## src/rtl/irq_cascade_pkg.sv

```systemverilog
package irq_cascade_pkg;

    typedef enum logic [1:0] {
        RSEL_SOUTH_ID = 2'd0,
        RSEL_SOUTH_EN = 2'd1,
        RSEL_NORTH_ID = 2'd2,
        RSEL_NORTH_EN = 2'd3
    } reg_sel_e;

    // Occupancy of one secondary identity cell: up to two events, plus a
    // flag for the one-cycle low window after a clear that left one queued.
    typedef struct packed {
        logic [1:0] cnt;
        logic       gap;
    } cell_state_t;

    localparam logic [1:0] CELL_DEPTH = 2'd2;

    function automatic logic [1:0] sat_inc(input logic [1:0] c, input logic add);
        if (add && (c < CELL_DEPTH)) return c + 2'd1;
        return c;
    endfunction

    function automatic logic cell_visible(input cell_state_t s);
        return (s.cnt != 2'd0) && !s.gap;
    endfunction

    function automatic logic cell_held(input cell_state_t s);
        return s.cnt != 2'd0;
    endfunction

endpackage

```

## src/rtl/irq_src_cell.sv

```systemverilog
module irq_src_cell
    import irq_cascade_pkg::*;
(
    input  logic clk_i,
    input  logic rst_i,
    input  logic evt_i,
    input  logic clr_i,
    output logic pend_o,
    output logic held_o
);

    cell_state_t st_q, st_d;

    always_comb begin
        st_d     = st_q;
        st_d.gap = 1'b0;
        if (clr_i && cell_visible(st_q)) begin
            if (evt_i) begin
                // one event leaves, the arriving one takes its place
                st_d.cnt = st_q.cnt;
            end else begin
                st_d.cnt = st_q.cnt - 2'd1;
                st_d.gap = (st_q.cnt == CELL_DEPTH);
            end
        end else begin
            st_d.cnt = sat_inc(st_q.cnt, evt_i);
        end
    end

    always_ff @(posedge clk_i) begin
        if (rst_i) st_q <= '0;
        else       st_q <= st_d;
    end

    assign pend_o = cell_visible(st_q);
    assign held_o = cell_held(st_q);


    gap_reload_chk: assert property (@(posedge clk_i) disable iff (rst_i)
        (held_o && !pend_o) |=> pend_o);


    same_cycle_keep_chk: assert property (@(posedge clk_i) disable iff (rst_i)
        (clr_i && pend_o && evt_i) |=> pend_o);


    third_drop_chk: assert property (@(posedge clk_i) disable iff (rst_i)
        (st_q.cnt == CELL_DEPTH && evt_i && !clr_i) |=> (st_q.cnt == CELL_DEPTH));

endmodule

```

## src/rtl/irq_south_ctrl.sv

```systemverilog
module irq_south_ctrl
    import irq_cascade_pkg::*;
#(
    parameter int SRC_W  = 8,
    parameter int DATA_W = 32
) (
    input  logic              clk_i,
    input  logic              rst_i,
    input  logic [SRC_W-1:0]  evt_i,
    input  logic              wr_id_i,
    input  logic              wr_en_i,
    input  logic [DATA_W-1:0] wdata_i,
    output logic [SRC_W-1:0]  id_o,
    output logic [SRC_W-1:0]  en_o,
    output logic              agg_o
);

    logic [SRC_W-1:0] clr_vec;
    logic [SRC_W-1:0] held_vec;
    logic [SRC_W-1:0] en_q;

    assign clr_vec = {SRC_W{wr_id_i}} & wdata_i[SRC_W-1:0];

    for (genvar gi = 0; gi < SRC_W; gi++) begin : g_cell
        irq_src_cell u_cell (
            .clk_i  (clk_i),
            .rst_i  (rst_i),
            .evt_i  (evt_i[gi]),
            .clr_i  (clr_vec[gi]),
            .pend_o (id_o[gi]),
            .held_o (held_vec[gi])
        );
    end

    always_ff @(posedge clk_i) begin
        if (rst_i)        en_q <= '0;
        else if (wr_en_i) en_q <= wdata_i[SRC_W-1:0];
    end

    assign en_o  = en_q;
    assign agg_o = |(held_vec & en_q);


    en_zero_chk: assert property (@(posedge clk_i) disable iff (rst_i)
        (en_o == '0) |-> !agg_o);


    visible_in_agg_chk: assert property (@(posedge clk_i) disable iff (rst_i)
        (|(id_o & en_o)) |-> agg_o);

endmodule

```

## src/rtl/irq_edge_det.sv

```systemverilog
module irq_edge_det (
    input  logic clk_i,
    input  logic rst_i,
    input  logic level_i,
    output logic rise_o
);

    logic hist_q;

    always_ff @(posedge clk_i) begin
        if (rst_i) hist_q <= 1'b0;
        else       hist_q <= level_i;
    end

    assign rise_o = level_i && !hist_q;


    no_rise_while_high_chk: assert property (@(posedge clk_i) disable iff (rst_i)
        (level_i && $past(level_i)) |-> !rise_o);

endmodule

```

## src/rtl/irq_north_ctrl.sv

```systemverilog
module irq_north_ctrl
    import irq_cascade_pkg::*;
#(
    parameter int NORTH_W = 4,
    parameter int DATA_W  = 32
) (
    input  logic               clk_i,
    input  logic               rst_i,
    input  logic               sum_set_i,
    input  logic [NORTH_W-2:0] nsrc_evt_i,
    input  logic               wr_id_i,
    input  logic               wr_en_i,
    input  logic [DATA_W-1:0]  wdata_i,
    output logic [NORTH_W-1:0] id_o,
    output logic [NORTH_W-1:0] en_o,
    output logic               master_o,
    output logic               irq_o
);

    localparam int MASTER_BIT = DATA_W - 1;

    logic [NORTH_W-1:0] id_q, set_vec, clr_vec;
    logic [NORTH_W-1:0] en_q;
    logic               master_q;
    logic               irq_q;

    assign set_vec = {nsrc_evt_i, sum_set_i};
    assign clr_vec = {NORTH_W{wr_id_i}} & wdata_i[NORTH_W-1:0];

    always_ff @(posedge clk_i) begin
        if (rst_i) begin
            id_q     <= '0;
            en_q     <= '0;
            master_q <= 1'b0;
            irq_q    <= 1'b0;
        end else begin
            id_q  <= (id_q & ~clr_vec) | set_vec;
            irq_q <= master_q && |(id_q & en_q);
            if (wr_en_i) begin
                en_q     <= wdata_i[NORTH_W-1:0];
                master_q <= wdata_i[MASTER_BIT];
            end
        end
    end

    assign id_o     = id_q;
    assign en_o     = en_q;
    assign master_o = master_q;
    assign irq_o    = irq_q;


    master_off_chk: assert property (@(posedge clk_i) disable iff (rst_i)
        !master_o |=> !irq_o);


    summary_rise_chk: assert property (@(posedge clk_i) disable iff (rst_i)
        $rose(id_o[0]) |-> $past(sum_set_i));


    set_wins_chk: assert property (@(posedge clk_i) disable iff (rst_i)
        (|set_vec) |=> ((id_o & $past(set_vec)) == $past(set_vec)));

endmodule

```

## src/rtl/irq_cascade_top.sv

```systemverilog
module irq_cascade_top
    import irq_cascade_pkg::*;
#(
    parameter int SRC_W   = 8,
    parameter int NORTH_W = 4,
    parameter int DATA_W  = 32
) (
    input  logic               clk_i,
    input  logic               rst_i,
    input  logic [SRC_W-1:0]   src_evt_i,
    input  logic [NORTH_W-2:0] nsrc_evt_i,
    input  logic               reg_wr_i,
    input  logic [1:0]         reg_addr_i,
    input  logic [DATA_W-1:0]  reg_wdata_i,
    output logic [DATA_W-1:0]  reg_rdata_o,
    output logic               cpu_irq_o
);

    localparam int SPAD_W = DATA_W - SRC_W;
    localparam int NPAD_W = DATA_W - NORTH_W - 1;

    reg_sel_e           sel;
    logic               wr_sid, wr_sen, wr_nid, wr_nen;
    logic [SRC_W-1:0]   s_id, s_en;
    logic               s_agg, s_rise;
    logic [NORTH_W-1:0] n_id, n_en;
    logic               n_master;

    assign sel    = reg_sel_e'(reg_addr_i);
    assign wr_sid = reg_wr_i && (sel == RSEL_SOUTH_ID);
    assign wr_sen = reg_wr_i && (sel == RSEL_SOUTH_EN);
    assign wr_nid = reg_wr_i && (sel == RSEL_NORTH_ID);
    assign wr_nen = reg_wr_i && (sel == RSEL_NORTH_EN);

    irq_south_ctrl #(.SRC_W(SRC_W), .DATA_W(DATA_W)) u_south (
        .clk_i   (clk_i),
        .rst_i   (rst_i),
        .evt_i   (src_evt_i),
        .wr_id_i (wr_sid),
        .wr_en_i (wr_sen),
        .wdata_i (reg_wdata_i),
        .id_o    (s_id),
        .en_o    (s_en),
        .agg_o   (s_agg)
    );

    irq_edge_det u_edge (
        .clk_i   (clk_i),
        .rst_i   (rst_i),
        .level_i (s_agg),
        .rise_o  (s_rise)
    );

    irq_north_ctrl #(.NORTH_W(NORTH_W), .DATA_W(DATA_W)) u_north (
        .clk_i      (clk_i),
        .rst_i      (rst_i),
        .sum_set_i  (s_rise),
        .nsrc_evt_i (nsrc_evt_i),
        .wr_id_i    (wr_nid),
        .wr_en_i    (wr_nen),
        .wdata_i    (reg_wdata_i),
        .id_o       (n_id),
        .en_o       (n_en),
        .master_o   (n_master),
        .irq_o      (cpu_irq_o)
    );

    always_comb begin
        unique case (sel)
            RSEL_SOUTH_ID: reg_rdata_o = {{SPAD_W{1'b0}}, s_id};
            RSEL_SOUTH_EN: reg_rdata_o = {{SPAD_W{1'b0}}, s_en};
            RSEL_NORTH_ID: reg_rdata_o = {{(DATA_W-NORTH_W){1'b0}}, n_id};
            RSEL_NORTH_EN: reg_rdata_o = {n_master, {NPAD_W{1'b0}}, n_en};
            default:       reg_rdata_o = '0;
        endcase
    end


    reset_quiet_chk: assert property (@(posedge clk_i)
        $past(rst_i) |-> (!cpu_irq_o && n_id == '0 && s_en == '0));

endmodule

```

## config.mk

```make
export PLATFORM = sky130hd
export DESIGN_NAME = irq_cascade_top
export DESIGN_NICKNAME = d
export VERILOG_FILES = /design/src/rtl/irq_cascade_pkg.sv /design/src/rtl/irq_src_cell.sv /design/src/rtl/irq_south_ctrl.sv /design/src/rtl/irq_edge_det.sv /design/src/rtl/irq_north_ctrl.sv /design/src/rtl/irq_cascade_top.sv
export SDC_FILE = /design/constraint.sdc
export NUM_CORES = 1
export LEC_CHECK = 0
export ABC_AREA = 1
export CAP_MARGIN = 20
export CORE_ASPECT_RATIO = 2
export CORE_UTILIZATION = 48
export DETAILED_ROUTE_END_ITERATION = 10
export GPL_ROUTABILITY_DRIVEN = 0
export GPL_TIMING_DRIVEN = 0
export PLACE_DENSITY = 0.84
export SYNTH_ARGS = -nofsm -noshare
export SYNTH_HDL_FRONTEND = slang
export SYNTH_SLANG_ARGS = --single-unit
```

## constraint.sdc

```tcl
create_clock -name clk_i -period 3.9 [get_ports clk_i]
set_clock_uncertainty 0.1 [all_clocks]
set_input_delay 0.78 -clock clk_i [delete_from_list [all_inputs] [get_ports clk_i]]
set_output_delay 0.78 -clock clk_i [all_outputs]
set_load 0.01 [all_outputs]
```

==> flow_summary.json <==
{
  "port_buffers": 32,
  "synth_mux_area_frac": 0,
  "grt_antenna_before_repair": 0,
  "num_vias": 2208,
  "multi_input_area_mm2": 0.001110,
  "overflow": 0,
  "drcViolationCount": 0,
  "yosys.area_share.simple": 0.2557,
  "cts_buffers": 5,
  "ctsHtreeMaxLevel": 2,
  "p_leak_nw": 1.215,
  "synth_adder_area_share": 0,
  "worst_setup_path_end_kind": "output port",
  "ant_nets": 0,
  "worstSkewPairLatency_ns": 0.30,
  "post-dp-hpwl_mm": 3.934,
  "worst_slew_pin_slew_ns": 0.5849,
  "ir_drop_mv": 0.2931,
  "final_area_mm2": 0.002834,
  "start_util": 0.5091,
  "antennaDiodeCount": 0,
  "required_ns": 3.02,
  "critPathKind": "input port to output port",
  "run_status": "completed",
  "clkSinkCount": 43,
  "synth_top_family_by_area": "simple AND/OR/NAND/NOR gates",
  "ys_seq_area_frac": 0.3859,
  "yosysWarningCount": 0,
  "dpl_cell_area_mm2": 0.002701,
  "final.setup.tns_ns": 0,
  "hp-class": "register to register",
  "ctsResizeCount": 0,
  "firstDrtPassIters": 5,
  "crit_arrival_ns": 2.65,
  "dp_slack_ns": 0.3597,
  "area_growth_pct": 27.03,
  "hold_viol_final": 0,
  "slew_viol_final": 0,
  "ys_types": 21,
  "numPlacedInstances": 432,
  "avgViaCountPerCell": 5.018,
  "synth_area_mm2": 0.002231,
  "power_density_mw_per_mm2": 383.6,
  "drt_iter0_drc": 63,
  "mostFrequentLayoutCell": "nand2_1",
  "synth_xor_area_frac": 0,
  "maxCapViolations": 0,
  "synth_seq_cells": 43,
  "synth_compound_area_frac": 0.2030,
  "grt_pass1_wl_mm": 8.445,
  "post_cts_buffers": 0,
  "grt_max_degree": 14,
  "die_w_um": 50.21,
  "regArea_um2": 860.8,
  "cp_max_fo": 9,
  "wl_per_cell_um": 11.82,
  "final_layout_size_suffix_gt1_frac": 0.1166,
  "fillers": 410,
  "chipHeight_um": 98.41,
  "rsz0062_at_grt": "false",
  "fmax_mhz": 283.5,
  "nets": 433,
  "die_area_mm2": 0.004941,
  "cts_max_path_buffers": 2,
  "core_area_mm2": 0.004382,
  "rows": 34,
  "avgSynthCellArea_um2": 6.885,
  "hold_buffers": 0,
  "grt_pass1_vias": 2056,
  "fin_crit_sh": 0.9045,
  "slew_headroom": 0.6100,
  "setup_viol": 0,
  "synth_top_area_frac": 0.3859,
  "layout_common_cells": "nand2_1, dfxtp_1, nor2_1",
  "layout.cells.non_filler": 440,
  "min_period_ns": 3.527,
  "fin_hold_ws_ns": 0.3769,
  "worst_slack_ns": 0.3726,
  "wl_mm": 5.202,
  "worst_setup_path_start_kind": "input port",
  "synthesis.instances": 324,
  "root_buffer": "clkbuf_8",
  "io_pins": 81,
  "cts_tree": "yes",
  "yosysTopAreaCell": "dfxtp_1",
  "track_usage": 0.2260,
  "synth_area_leaders": "dfxtp_1, buf_4, a21oi_1",
  "clk_pin_slew_ns": 0.08
}
==> Yosys cell counts <==
cell type	count
a21oi_1	37
buf_1	1
buf_2	1
buf_4	26
clkbuf_1	3
conb_1	1
dfxtp_1	43
inv_1	33
inv_2	1
nand2_1	47
nand2_2	1
nand3_1	31
nand3b_1	1
nor2_1	41
nor2_2	3
nor2_4	2
nor3_1	1
o21ai_0	29
o21bai_1	8
o22ai_1	10
or2_2	4
==> cell type report <==
cell class / instances / area share
multi-input combinational: 238 / 0.3916
clock inverter: 2 / 0.02119
sequential: 43 / 0.3038
timing repair buffer: 32 / 0.1130
clock buffer: 6 / 0.02561
tap: 54 / 0.02384
inverter: 34 / 0.04503
buffer: 31 / 0.07594
==> per-stage QoR <==
step,utilization,power (W)
2_1_floorplan,-,0.0006187
3_3_place_gp,0.6165,0.0006833
3_5_place_dp,0.6165,0.0006885
5_1_grt,0.6468,0.001140
6_report,0.6468,0.001087
4_1_cts,0.6468,0.001093
==> critical path, stage by stage <==
cell and delay [ns]:
clkdlybuf4s50_1 0.52, nor2_4 0.28, inv_1 0.21, o21ai_0 0.28, clkdlybuf4s50_1 0.58
==> flip-flops by register name, indices dropped and copies added, names as in the netlist <==
signal	cells
u_south.g_cell.u_cell.st_q	24
u_edge.hist_q	1
u_north.id_o	4
u_north.en_o	4
u_north.master_o	1
u_south.en_o	8
u_north.irq_o	1
==> report_power, final <==
group / total [W] / internal [W] / switching (W) / leakage, nW
Sequential: 0.000485 / 0.000465 / 0.0000197 / 0.353
Combinational: 0.000196 / 0.0000889 / 0.000107 / 0.797
Clock: 0.000406 / 0.000256 / 0.000150 / 0.0654
==> cell families (layout without fill, tap and decap cells) <==
family,Yosys count,in the layout
buffers and inverters,65,105
flip-flops,43,43
AND/OR/NAND/NOR,131,131
AO/OA/AOI/OAI,84,84
other,1,23
==> worst paths after layout <==
check	from	to	slack, ns	depth (start not counted)
worst max-delay path	reg_addr_i[0]	reg_rdata_o[0]	0.37	5
worst min-delay path	u_south.en_o[4]$_SDFFE_PP0P_	u_south.en_o[4]$_SDFFE_PP0P_	0.38	2
worst max register to register	u_south.g_cell[4].u_cell.st_q[2]$_SDFFE_PP0P_	u_south.g_cell[4].u_cell.st_q[2]$_SDFFE_PP0P_	2.60	4
worst min register to register	u_south.en_o[4]$_SDFFE_PP0P_	u_south.en_o[4]$_SDFFE_PP0P_	0.38	2
==> routing by layer <==
layer	up-vias	global-route usage	routed length, um	part of all wire
met5	-	0	0	0
met4	0	0.1868	306	0.059
met3	25	0.04475	298	0.057
met2	88	0.4031	2678	0.51
met1	956	0.2097	1919	0.37
li1	1139	-	-	-
Power figures use the tool's default switching activity.
